--- config.mk ---
export PLATFORM = sky130hd
export DESIGN_NAME = blkdev_dma_ctrl
export DESIGN_NICKNAME = d
export VERILOG_FILES = /design/src/rtl/blkdev_pkg.sv /design/src/rtl/blkdev_geom.sv /design/src/rtl/blkdev_dma.sv /design/src/rtl/blkdev_regs.sv /design/src/rtl/blkdev_dma_ctrl.sv
export SDC_FILE = /design/constraint.sdc
export NUM_CORES = 1
export LEC_CHECK = 0
export BUFFER_PORTS_ARGS = -buffer_cell sky130_fd_sc_hd__clkbuf_2
export CORE_UTILIZATION = 55
export CTS_CLUSTER_SIZE = 12
export DETAILED_ROUTE_END_ITERATION = 8
export PLACE_DENSITY_LB_ADDON = 0.3
export RECOVER_POWER = 25
export SLEW_MARGIN = 20
export SYNTH_ARGS = -nofsm -noshare
export SYNTH_HDL_FRONTEND = slang
export SYNTH_SLANG_ARGS = --single-unit
--- constraint.sdc ---
create_clock -name clk_i -period 3.9 [get_ports clk_i]
set_input_delay 0.195 -clock clk_i [delete_from_list [all_inputs] [get_ports clk_i]]
set_output_delay 0.195 -clock clk_i [all_outputs]
set_load 0.01 [all_outputs]
--- src/rtl/blkdev_pkg.sv ---
package blkdev_pkg;
  typedef enum logic [1:0] {ST_IDLE, ST_XFER, ST_DONE} dma_state_e;

  localparam logic [1:0] OFS_CMD  = 2'd0;
  localparam logic [1:0] OFS_LBN  = 2'd1;
  localparam logic [1:0] OFS_DEST = 2'd2;
  localparam logic [1:0] OFS_ACK  = 2'd3;
endpackage

--- src/rtl/blkdev_geom.sv ---
module blkdev_geom #(
  parameter int SPT   = 8,
  parameter int TPS   = 16,
  parameter int SURF  = 4,
  parameter int SEC_W = 3,
  parameter int TRK_W = 4,
  parameter int SRF_W = 2
) (
  input  logic [31:0]      lbn_i,
  output logic [SEC_W-1:0] sector_o,
  output logic [TRK_W-1:0] track_o,
  output logic [SRF_W-1:0] surface_o,
  output logic             valid_o
);
  localparam logic [31:0] CAP = 32'(SPT * TPS * SURF);

  logic [31:0] lin_trk;

  always_comb begin
    lin_trk   = lbn_i / 32'(SPT);
    sector_o  = SEC_W'(lbn_i % 32'(SPT));
    track_o   = TRK_W'(lin_trk % 32'(TPS));
    surface_o = SRF_W'(lin_trk / 32'(TPS));
    valid_o   = lbn_i < CAP;
  end
endmodule

--- src/rtl/blkdev_dma.sv ---
module blkdev_dma
  import blkdev_pkg::*;
#(
  parameter int WORDS = 128,
  parameter int SEC_W = 3,
  parameter int TRK_W = 4,
  parameter int SRF_W = 2
) (
  input  logic             clk_i,
  input  logic             rst_ni,
  input  logic             start_i,
  input  logic             lbn_ok_i,
  input  logic [SEC_W-1:0] sector_i,
  input  logic [TRK_W-1:0] track_i,
  input  logic [SRF_W-1:0] surface_i,
  input  logic [31:0]      dest_i,
  input  logic             mem_ready_i,
  output logic             mem_req_o,
  output logic [31:0]      mem_addr_o,
  output logic [31:0]      mem_wdata_o,
  output logic             busy_o,
  output logic             done_o,
  output logic             err_o
);
  localparam int IDX_W = (WORDS > 1) ? $clog2(WORDS) : 1;
  localparam logic [IDX_W-1:0] LAST = IDX_W'(WORDS - 1);

  dma_state_e       state_q;
  logic [SEC_W-1:0] sec_q;
  logic [TRK_W-1:0] trk_q;
  logic [SRF_W-1:0] srf_q;
  logic [31:0]      addr_q;
  logic [IDX_W-1:0] idx_q;
  logic             err_q;
  logic             beat;

  assign beat = (state_q == ST_XFER) && mem_ready_i;

  always_ff @(posedge clk_i or negedge rst_ni) begin
    if (!rst_ni) begin
      state_q <= ST_IDLE;
      sec_q   <= '0;
      trk_q   <= '0;
      srf_q   <= '0;
      addr_q  <= '0;
      idx_q   <= '0;
      err_q   <= 1'b0;
    end else begin
      unique case (state_q)
        ST_IDLE: if (start_i) begin
          sec_q   <= sector_i;
          trk_q   <= track_i;
          srf_q   <= surface_i;
          addr_q  <= dest_i;
          idx_q   <= '0;
          err_q   <= !lbn_ok_i;
          state_q <= lbn_ok_i ? ST_XFER : ST_DONE;
        end
        ST_XFER: if (beat) begin
          addr_q <= addr_q + 32'd4;
          idx_q  <= idx_q + 1'b1;
          if (idx_q == LAST) state_q <= ST_DONE;
        end
        ST_DONE: state_q <= ST_IDLE;
        default: state_q <= ST_IDLE;
      endcase
    end
  end

  // medium model: each word encodes its physical position
  assign mem_wdata_o = (32'(srf_q) << 24) | (32'(trk_q) << 16) | (32'(sec_q) << 8) | 32'(idx_q);
  assign mem_addr_o  = addr_q;
  assign mem_req_o   = state_q == ST_XFER;
  assign busy_o      = state_q != ST_IDLE;
  assign done_o      = state_q == ST_DONE;
  assign err_o       = err_q;

  AST_STALL_HOLD: assert property (@(posedge clk_i) disable iff (!rst_ni) (mem_req_o && !mem_ready_i) |=> (mem_req_o && $stable(mem_addr_o) && $stable(mem_wdata_o)));
  AST_ADDR_STEP: assert property (@(posedge clk_i) disable iff (!rst_ni) (mem_req_o && mem_ready_i && idx_q != LAST) |=> (mem_req_o && mem_addr_o == $past(mem_addr_o) + 32'd4));
  AST_BAD_LBN_NO_WRITE: assert property (@(posedge clk_i) disable iff (!rst_ni) (!busy_o && start_i && !lbn_ok_i) |=> (!mem_req_o && done_o));
endmodule

--- src/rtl/blkdev_regs.sv ---
module blkdev_regs
  import blkdev_pkg::*;
(
  input  logic        clk_i,
  input  logic        rst_ni,
  input  logic        we_i,
  input  logic [1:0]  addr_i,
  input  logic [31:0] wdata_i,
  input  logic        busy_i,
  input  logic        done_i,
  input  logic        err_i,
  output logic [31:0] rdata_o,
  output logic        start_o,
  output logic [31:0] lbn_o,
  output logic [31:0] dest_o,
  output logic        irq_o
);
  logic [31:0] lbn_q, dest_q;
  logic        irq_q, err_q, ovr_q;
  logic        cmd_wr, ack_wr;

  assign cmd_wr  = we_i && (addr_i == OFS_CMD) && wdata_i[0];
  assign ack_wr  = we_i && (addr_i == OFS_ACK);
  assign start_o = cmd_wr && !busy_i;

  always_ff @(posedge clk_i or negedge rst_ni) begin
    if (!rst_ni) begin
      lbn_q  <= '0;
      dest_q <= '0;
      irq_q  <= 1'b0;
      err_q  <= 1'b0;
      ovr_q  <= 1'b0;
    end else begin
      if (we_i && addr_i == OFS_LBN)  lbn_q  <= wdata_i;
      if (we_i && addr_i == OFS_DEST) dest_q <= wdata_i;
      if (start_o) err_q <= 1'b0;
      else if (done_i) err_q <= err_i;
      if (done_i) irq_q <= 1'b1;
      else if (ack_wr) irq_q <= 1'b0;
      if (cmd_wr && busy_i) ovr_q <= 1'b1;
      else if (ack_wr && wdata_i[1]) ovr_q <= 1'b0;
    end
  end

  always_comb begin
    unique case (addr_i)
      OFS_CMD:  rdata_o = {29'd0, ovr_q, err_q, busy_i};
      OFS_LBN:  rdata_o = lbn_q;
      OFS_DEST: rdata_o = dest_q;
      default:  rdata_o = '0;
    endcase
  end

  assign lbn_o  = lbn_q;
  assign dest_o = dest_q;
  assign irq_o  = irq_q;

  AST_IRQ_HOLD: assert property (@(posedge clk_i) disable iff (!rst_ni) (irq_q && !ack_wr) |=> irq_q);
  AST_IRQ_ACK: assert property (@(posedge clk_i) disable iff (!rst_ni) (ack_wr && !done_i) |=> !irq_q);
  AST_OVERRUN_SET: assert property (@(posedge clk_i) disable iff (!rst_ni) (cmd_wr && busy_i) |=> ovr_q);
  AST_IRQ_ON_DONE: assert property (@(posedge clk_i) disable iff (!rst_ni) done_i |=> (irq_q && !busy_i));
endmodule

--- src/rtl/blkdev_dma_ctrl.sv ---
module blkdev_dma_ctrl #(
  parameter int SECTOR_BYTES      = 512,
  parameter int SECTORS_PER_TRACK = 8,
  parameter int TRACKS            = 16,
  parameter int SURFACES          = 4
) (
  input  logic        clk_i,
  input  logic        rst_ni,
  input  logic        reg_we_i,
  input  logic [1:0]  reg_addr_i,
  input  logic [31:0] reg_wdata_i,
  output logic [31:0] reg_rdata_o,
  output logic        mem_req_o,
  output logic [31:0] mem_addr_o,
  output logic [31:0] mem_wdata_o,
  input  logic        mem_ready_i,
  output logic        irq_o
);
  localparam int WORDS = SECTOR_BYTES / 4;
  localparam int SEC_W = (SECTORS_PER_TRACK > 1) ? $clog2(SECTORS_PER_TRACK) : 1;
  localparam int TRK_W = (TRACKS > 1) ? $clog2(TRACKS) : 1;
  localparam int SRF_W = (SURFACES > 1) ? $clog2(SURFACES) : 1;

  logic             start, busy, done, err, lbn_ok;
  logic [31:0]      lbn, dest;
  logic [SEC_W-1:0] sector;
  logic [TRK_W-1:0] track;
  logic [SRF_W-1:0] surface;

  blkdev_regs u_regs (
    .clk_i, .rst_ni,
    .we_i(reg_we_i), .addr_i(reg_addr_i), .wdata_i(reg_wdata_i),
    .busy_i(busy), .done_i(done), .err_i(err),
    .rdata_o(reg_rdata_o), .start_o(start), .lbn_o(lbn), .dest_o(dest), .irq_o
  );

  blkdev_geom #(
    .SPT(SECTORS_PER_TRACK), .TPS(TRACKS), .SURF(SURFACES),
    .SEC_W(SEC_W), .TRK_W(TRK_W), .SRF_W(SRF_W)
  ) u_geom (
    .lbn_i(lbn), .sector_o(sector), .track_o(track), .surface_o(surface), .valid_o(lbn_ok)
  );

  blkdev_dma #(
    .WORDS(WORDS), .SEC_W(SEC_W), .TRK_W(TRK_W), .SRF_W(SRF_W)
  ) u_dma (
    .clk_i, .rst_ni,
    .start_i(start), .lbn_ok_i(lbn_ok),
    .sector_i(sector), .track_i(track), .surface_i(surface), .dest_i(dest),
    .mem_ready_i, .mem_req_o, .mem_addr_o, .mem_wdata_o,
    .busy_o(busy), .done_o(done), .err_o(err)
  );
endmodule

# Yosys cells after proc, flatten, opt, wreduce, memory -nomap -nowiden
# Cells that the tools add are included.
[totals] elab_cells=66 regBits=118 output_inout_bits=98
[classes] muxes=18 n_eq_ne=9 reduce_logical=21 bitwise=3 n_lt_le_gt_ge=1 add_sub_neg=2
[op_table] operator="$pmux 32 s3" count=1
[op_table] operator="$mux 32" count=2
[op_table] operator="$pmux 32 s2" count=1
[op_table] operator="$add 32x3->32 const B" count=1
[op_table] operator="$lt 32x10->1 const B" count=1
[op_table] operator="$or 32x11->32" count=1
[op_table] operator="$or 32x7->32" count=1
[op_table] operator="$or 26x20->26" count=1
[op_table] operator="$mux 7" count=2
[op_table] operator="$pmux 7 s2" count=1
[op_table] operator="$reduce_bool 2->1" count=5
[op_table] operator="$logic_and 1x1->1" count=9
[op_table] operator="$mux 2" count=4
[op_table] operator="$add 7x1->7 const B" count=1
[op_table] operator="$eq 7x7->1 const B" count=1
[op_table] operator="$eq 2x2->1 const B" count=3
[op_table] operator="$mux 1" count=6
[op_table] operator="$reduce_and 3->1" count=2
[op_table] operator="$eq 2x1->1 const B" count=2
[op_table] operator="$logic_not 2->1" count=2
[op_table] operator="$ne 2x1->1 const B" count=2
[op_table] operator="$pmux 2 s2" count=1
[op_table] operator="$logic_not 1->1" count=2
[op_table] operator="$ne 2x2->1 const B" count=1
[op_table] operator="$reduce_and 2->1" count=1

# Longest topological paths before layout
[logic_depth] ltp_word=6 ltp_mapped=7 ltp_nobuf=6

# Hierarchy
# Synthesis repeated with hierarchy kept, for this count alone.
[unflattened] hier_cells=589 hier_area_um2=6304.8
[modules_own_cells] module="blkdev_dma" n_inst=1 cells_each=377 area_per_inst_um2=3116.7 seq_area_each_um2=1276.2
[modules_own_cells] module="blkdev_regs" n_inst=1 cells_each=194 area_per_inst_um2=3064.2 seq_area_each_um2=1676.6
[modules_own_cells] module="blkdev_geom" n_inst=1 cells_each=18 area_per_inst_um2=123.9 seq_area_each_um2=0.0

# Worst setup path after synthesis
# OpenSTA, ideal clock, no wires.
[synth_path] path_kind="register -> register" start="register u_dma.addr_q[21], in the netlist u_dma.mem_addr_o[21]" end="register u_dma.addr_q[30], in the netlist u_dma.mem_addr_o[30]" required_time_ns=3.806 path_slack_ns=2.153 t_arrival_ns=1.653 path_stages_with_launch=6 synth_period_minus_slack_ns=1.747 path_cell_list="dfrtp_1 > nand3_2 > or4_4 > nor4_4 > nor3_1 > a211oi_1"
[synth_between] elab_chain_cells=3
[synth_lines] item="start, declared" line_no="blkdev_dma.sv:32" source="logic [31:0] addr_q;"
[synth_lines] item="start signal, assigned" line_no="blkdev_dma.sv:54" source="addr_q <= dest_i;"
[synth_lines] item="start signal, assigned" line_no="blkdev_dma.sv:60" source="addr_q <= addr_q + 32'd4;"
[synth_lines] item="$add 32x3->32" line_no="blkdev_dma.sv:60"
[synth_lines] item="$mux 32" line_no="blkdev_dma.sv:59" source="ST_XFER: if (beat) begin"
[synth_lines] item="$pmux 32 s2" line_no="blkdev_dma.sv:49" source="unique case (state_q)"
# No other way between the ends. The select of a mux whose other input is x is not followed.
# A chain may end at the register's enable or synchronous reset.

# Worst setup path in the final report
[layout_path] start="register u_dma.state_q[0]" end="output mem_req_o"
[layout_between] elab_chain_cells=1
[layout_lines] item="start, declared" line_no="blkdev_dma.sv:28" source="dma_state_e state_q;"
[layout_lines] item="start signal, assigned" line_no="blkdev_dma.sv:57" source="state_q <= lbn_ok_i ? ST_XFER : ST_DONE;"
[layout_lines] item="$eq 2x1->1" line_no="blkdev_dma.sv:73" source="assign mem_req_o = state_q == ST_XFER;"
[layout_lines] item="end, declared" line_no="blkdev_dma_ctrl.sv:13" source="output logic mem_req_o,"
# No other way between the ends.

==> impl_metrics.sql <==
INSERT INTO impl_metrics (metric_group, metric, value, unit) VALUES
('status', 'status', 'finished with violations', ''),
('status', 'violations_in_the_final_reports', 'max-capacitance violations, max-slew violations', ''),
('global_routing', 'grt_antenna_before_repair', '0', ''),
('yosys', 'async_reset_ff_share', '100', '%'),
('clock_tree', 'clock_sink_count', '118', ''),
('finish', 'insertedDiodeCount', '0', ''),
('global_routing', 'grt_max_degree', '50', ''),
('power_and_ir_drop', 'p_sw_share', '30.6', '%'),
('clock_tree', 'worstSkewPairLatency', '0.52', 'ns'),
('min_path', 'min-delay-path-class', 'primary input to flop', ''),
('placement', 'place_area', '6410', 'um2'),
('route', 'drt_pre_antenna_iters', '5', ''),
('critical_path', 'critical_path_arrival', '2.48', 'ns'),
('sta', 'finClkSkew', '0.00668', 'ns'),
('yosys', 'ys.flop_type', 'dfrtp_1', ''),
('critical_path', 'timing.critical_path.fanout_max', '29', ''),
('power_and_ir_drop', 'clockPowerShare', '37.5', '%'),
('power_and_ir_drop', 'worst_ir_drop_vdd', '0.317', 'mV'),
('sta', 'max_transition_margin', '-30.2', '%'),
('route', 'route.detailed.vias_per_inst', '6.05', ''),
('clock_tree', 'root_driver', 'clkbuf_8', ''),
('sta', 'tightest_slew', '1.95', 'ns'),
('route', 'totalWireLength', '15900', 'um'),
('yosys', 'synth_cell_type_count', '51', ''),
('yosys', 'synth_largest_area_cell', 'dfrtp_1', ''),
('yosys', 'synth-edff-count', '0', ''),
('yosys', 'synth-seq-cells', '118', ''),
('placement', 'io_buffers', '119', ''),
('clock_tree', 'cts_setup_buffers', '0', ''),
('floorplanning', 'die-area', '10900', 'um2'),
('finish', 'fillerInstances', '702', ''),
('sta', 'final_hold_viol_count', '0', ''),
('power_and_ir_drop', 'power-per-cell-area', '577', 'nW/um2'),
('clock_tree', 'cts.clk_slew.worst_paths', '0.05', 'ns'),
('route', 'drt_initial_violations', '436', ''),
('global_routing', 'gr-usage-all-layers', '30.3', '%'),
('global_routing', 'grt.overflow.total', '0', ''),
('critical_path', 'cp-end-kind', 'output port', ''),
('clock_tree', 'clock_tree_from_tritoncts', 'done', ''),
('critical_path', 'worstSetupPathType', 'flop to output port', ''),
('sta', 'setup_viol_count_final', '0', ''),
('sta', 'layout_min_cycle_time', '2.67', 'ns'),
('sta', 'setup_repair_after_global_routing_missed_its_margin', 'no', ''),
('yosys', 'yosys_warning_total', '0', ''),
('global_routing', 'grt_first_pass_wirelength', '25500', 'um'),
('run', 'maxCapViolations', '3', ''),
('yosys', 'cell_types_with_the_largest_area_share_after_synthesis', 'dfrtp_1 51%, mux2_2 12%, nand2_1 4.9%, a22o_1 4.4%, a21oi_1 2.1%', ''),
('sta', 'layout_setup_ws', '1.23', 'ns'),
('critical_path', 'startpoint_type_of_the_worst_setup_path', 'flop', ''),
('finish', 'final_layout_size_suffix_gt1_share', '32.2', '%'),
('route', 'vias', '5078', ''),
('placement', 'detailedPlacementHpwl', '10300', 'um'),
('floorplanning', 'die_w', '104', 'um'),
('placement', 'gpl.final_weighted_congestion', '0.860', ''),
('floorplanning', 'coreArea', '10200', 'um2'),
('placement', 'dpl_worst_slack', '1.33', 'ns'),
('yosys', 'synth_top_area_share', '51.2', '%'),
('yosys', 'synth_area', '5770', 'um2'),
('power_and_ir_drop', 'internal_power', '2.93', 'mW'),
('power_and_ir_drop', 'combinationalPowerShare', '19.8', '%'),
('global_routing', 'first_global_vias', '4833', ''),
('floorplanning', 'initial_core_util', '56.4', '%'),
('floorplanning', 'io-pin-count', '136', ''),
('power_and_ir_drop', 'flop_pwr_share', '42.7', '%'),
('floorplanning', 'row_count', '37', ''),
('yosys', 'syn_avg_cell_area', '10.6', 'um2'),
('finish', 'cell_area_after_layout', '7330', 'um2'),
('sta', 'totalNegativeSetupSlack', '0', 'ns'),
('sta', 'final-max-slew-violation-count', '99', ''),
('floorplanning', 'die_y', '104', 'um'),
('route', 'remaining_antenna_violation_count', '0', '');
-- power by group through the flow --
stage	combinational [mW]	clock (mW)	sequential [mW]
floorplan	0.456	0	1.77
global placement	0.773	0	1.79
detailed placement	0.795	0	1.80
CTS	0.836	1.59	1.79
global route	0.915	1.66	1.84
finish	0.838	1.59	1.80
-- worst paths after layout --
kind,end,startpoint,slack (ns),depth (start not counted)
worst max-delay path,mem_req_o,u_dma.state_q[0],1.23,3
worst max register to register,u_dma.idx_q[5],u_dma.state_q[0],1.25,4
max in group asynchronous,u_dma.mem_addr_o[10],rst_ni,1.46,3
min in group asynchronous,u_regs.lbn_o[3],rst_ni,0.70,2
worst min-delay path,u_dma.state_q[1],mem_ready_i,0.09,3
worst min register to register,u_dma.trk_q[1],u_dma.trk_q[1],0.48,2
-- cell usage in the layout (no fill, tap or decap), drive strengths merged, types with 7 or more instances in the layout --
cell	n
o21ai	26
clkbuf	145
a22o	29
nor4	10
nand2	76
mux2	63
dfrtp	118
nand3	20
dlygate4sd3	33
a21oi	24
nand4	11
nor2	24
conb	16
and3	7
mux2i	10
o22ai	12
nor3	17
-- layout make-up --
type                            count  area (um2)  area share, %
Clock buffer                       23         487           6.64
Timing Repair Buffer              159         966           13.2
Clock inverter                      8         120           1.64
Multi-Input combinational cell    390        2610           35.6
Tap cell                          136         170           2.32
Sequential cell                   118        2950           40.3
Inverter                            6        22.5          0.307
-- cells by family (layout without fill, tap and decap cells) --
| group | count (synthesis) | in the layout | share of synthesized area [%] |
|---|---|---|---|
| other cells | 1 | 16 | 0.0650 |
| fa+ha+maj | 2 | 2 | 0.434 |
| compound gates | 112 | 112 | 13.0 |
| mux | 73 | 73 | 14.0 |
| flops | 118 | 118 | 51.2 |
| buf+inv | 50 | 196 | 4.49 |
| simple gates | 184 | 184 | 16.3 |
| xor+xnor | 3 | 3 | 0.456 |
-- through the flow --
stage	total power, mW	utilization [%]
floorplan	2.22	-
global placement	2.56	62.7
detailed placement	2.60	62.7
CTS	4.21	71.8
global route	4.41	71.7
finish	4.23	71.7
-- cell usage after synthesis (4+ instances only) --
cell type  number
a211oi_1        6
a21oi_1        24
a22o_1         29
and3_1          7
and4_1          5
buf_1           6
buf_2           9
buf_4          16
clkbuf_1       13
dfrtp_1       118
inv_1           5
mux2_2         63
mux2i_1        10
nand2_1        76
nand3_1        18
nand4_1        10
nor2_1         23
nor3_1         17
nor4_1          7
o21ai_0        24
o22ai_1        12
or3_1           4
-- worst max-delay path, stage by stage (launching register included) --
cell      delay (ns)
dfrtp_1         0.92
nand2_1         0.49
inv_1           0.36
clkbuf_2        0.19
-- registers in the layout (all words and copies together), names as in the netlist --
name,count
u_dma.err_o,1
u_regs.ovr_q,1
u_dma.state_q,2
u_regs.err_q,1
u_regs.dest_o,32
u_regs.irq_o,1
u_dma.srf_q,2
u_dma.trk_q,4
u_dma.mem_addr_o,32
u_dma.idx_q,7
u_regs.lbn_o,32
u_dma.sec_q,3
-- repair_timing --
| item | in CTS | in global routing |
|---|---|---|
| hold endpoints to repair | 95 | 0 |
| hold buffers | 33 | 0 |
| gates resized for setup | 0 | 0 |
-- per-layer routing --
metal	up-vias	wire, um	track usage [%]
li1	2265	-	-
met1	2481	6590	41.2
met2	292	7390	45.5
met3	40	1550	9.71
met4	0	340	11.0
met5	-	0	0
No activity file was read; power rests on OpenSTA's default activity.
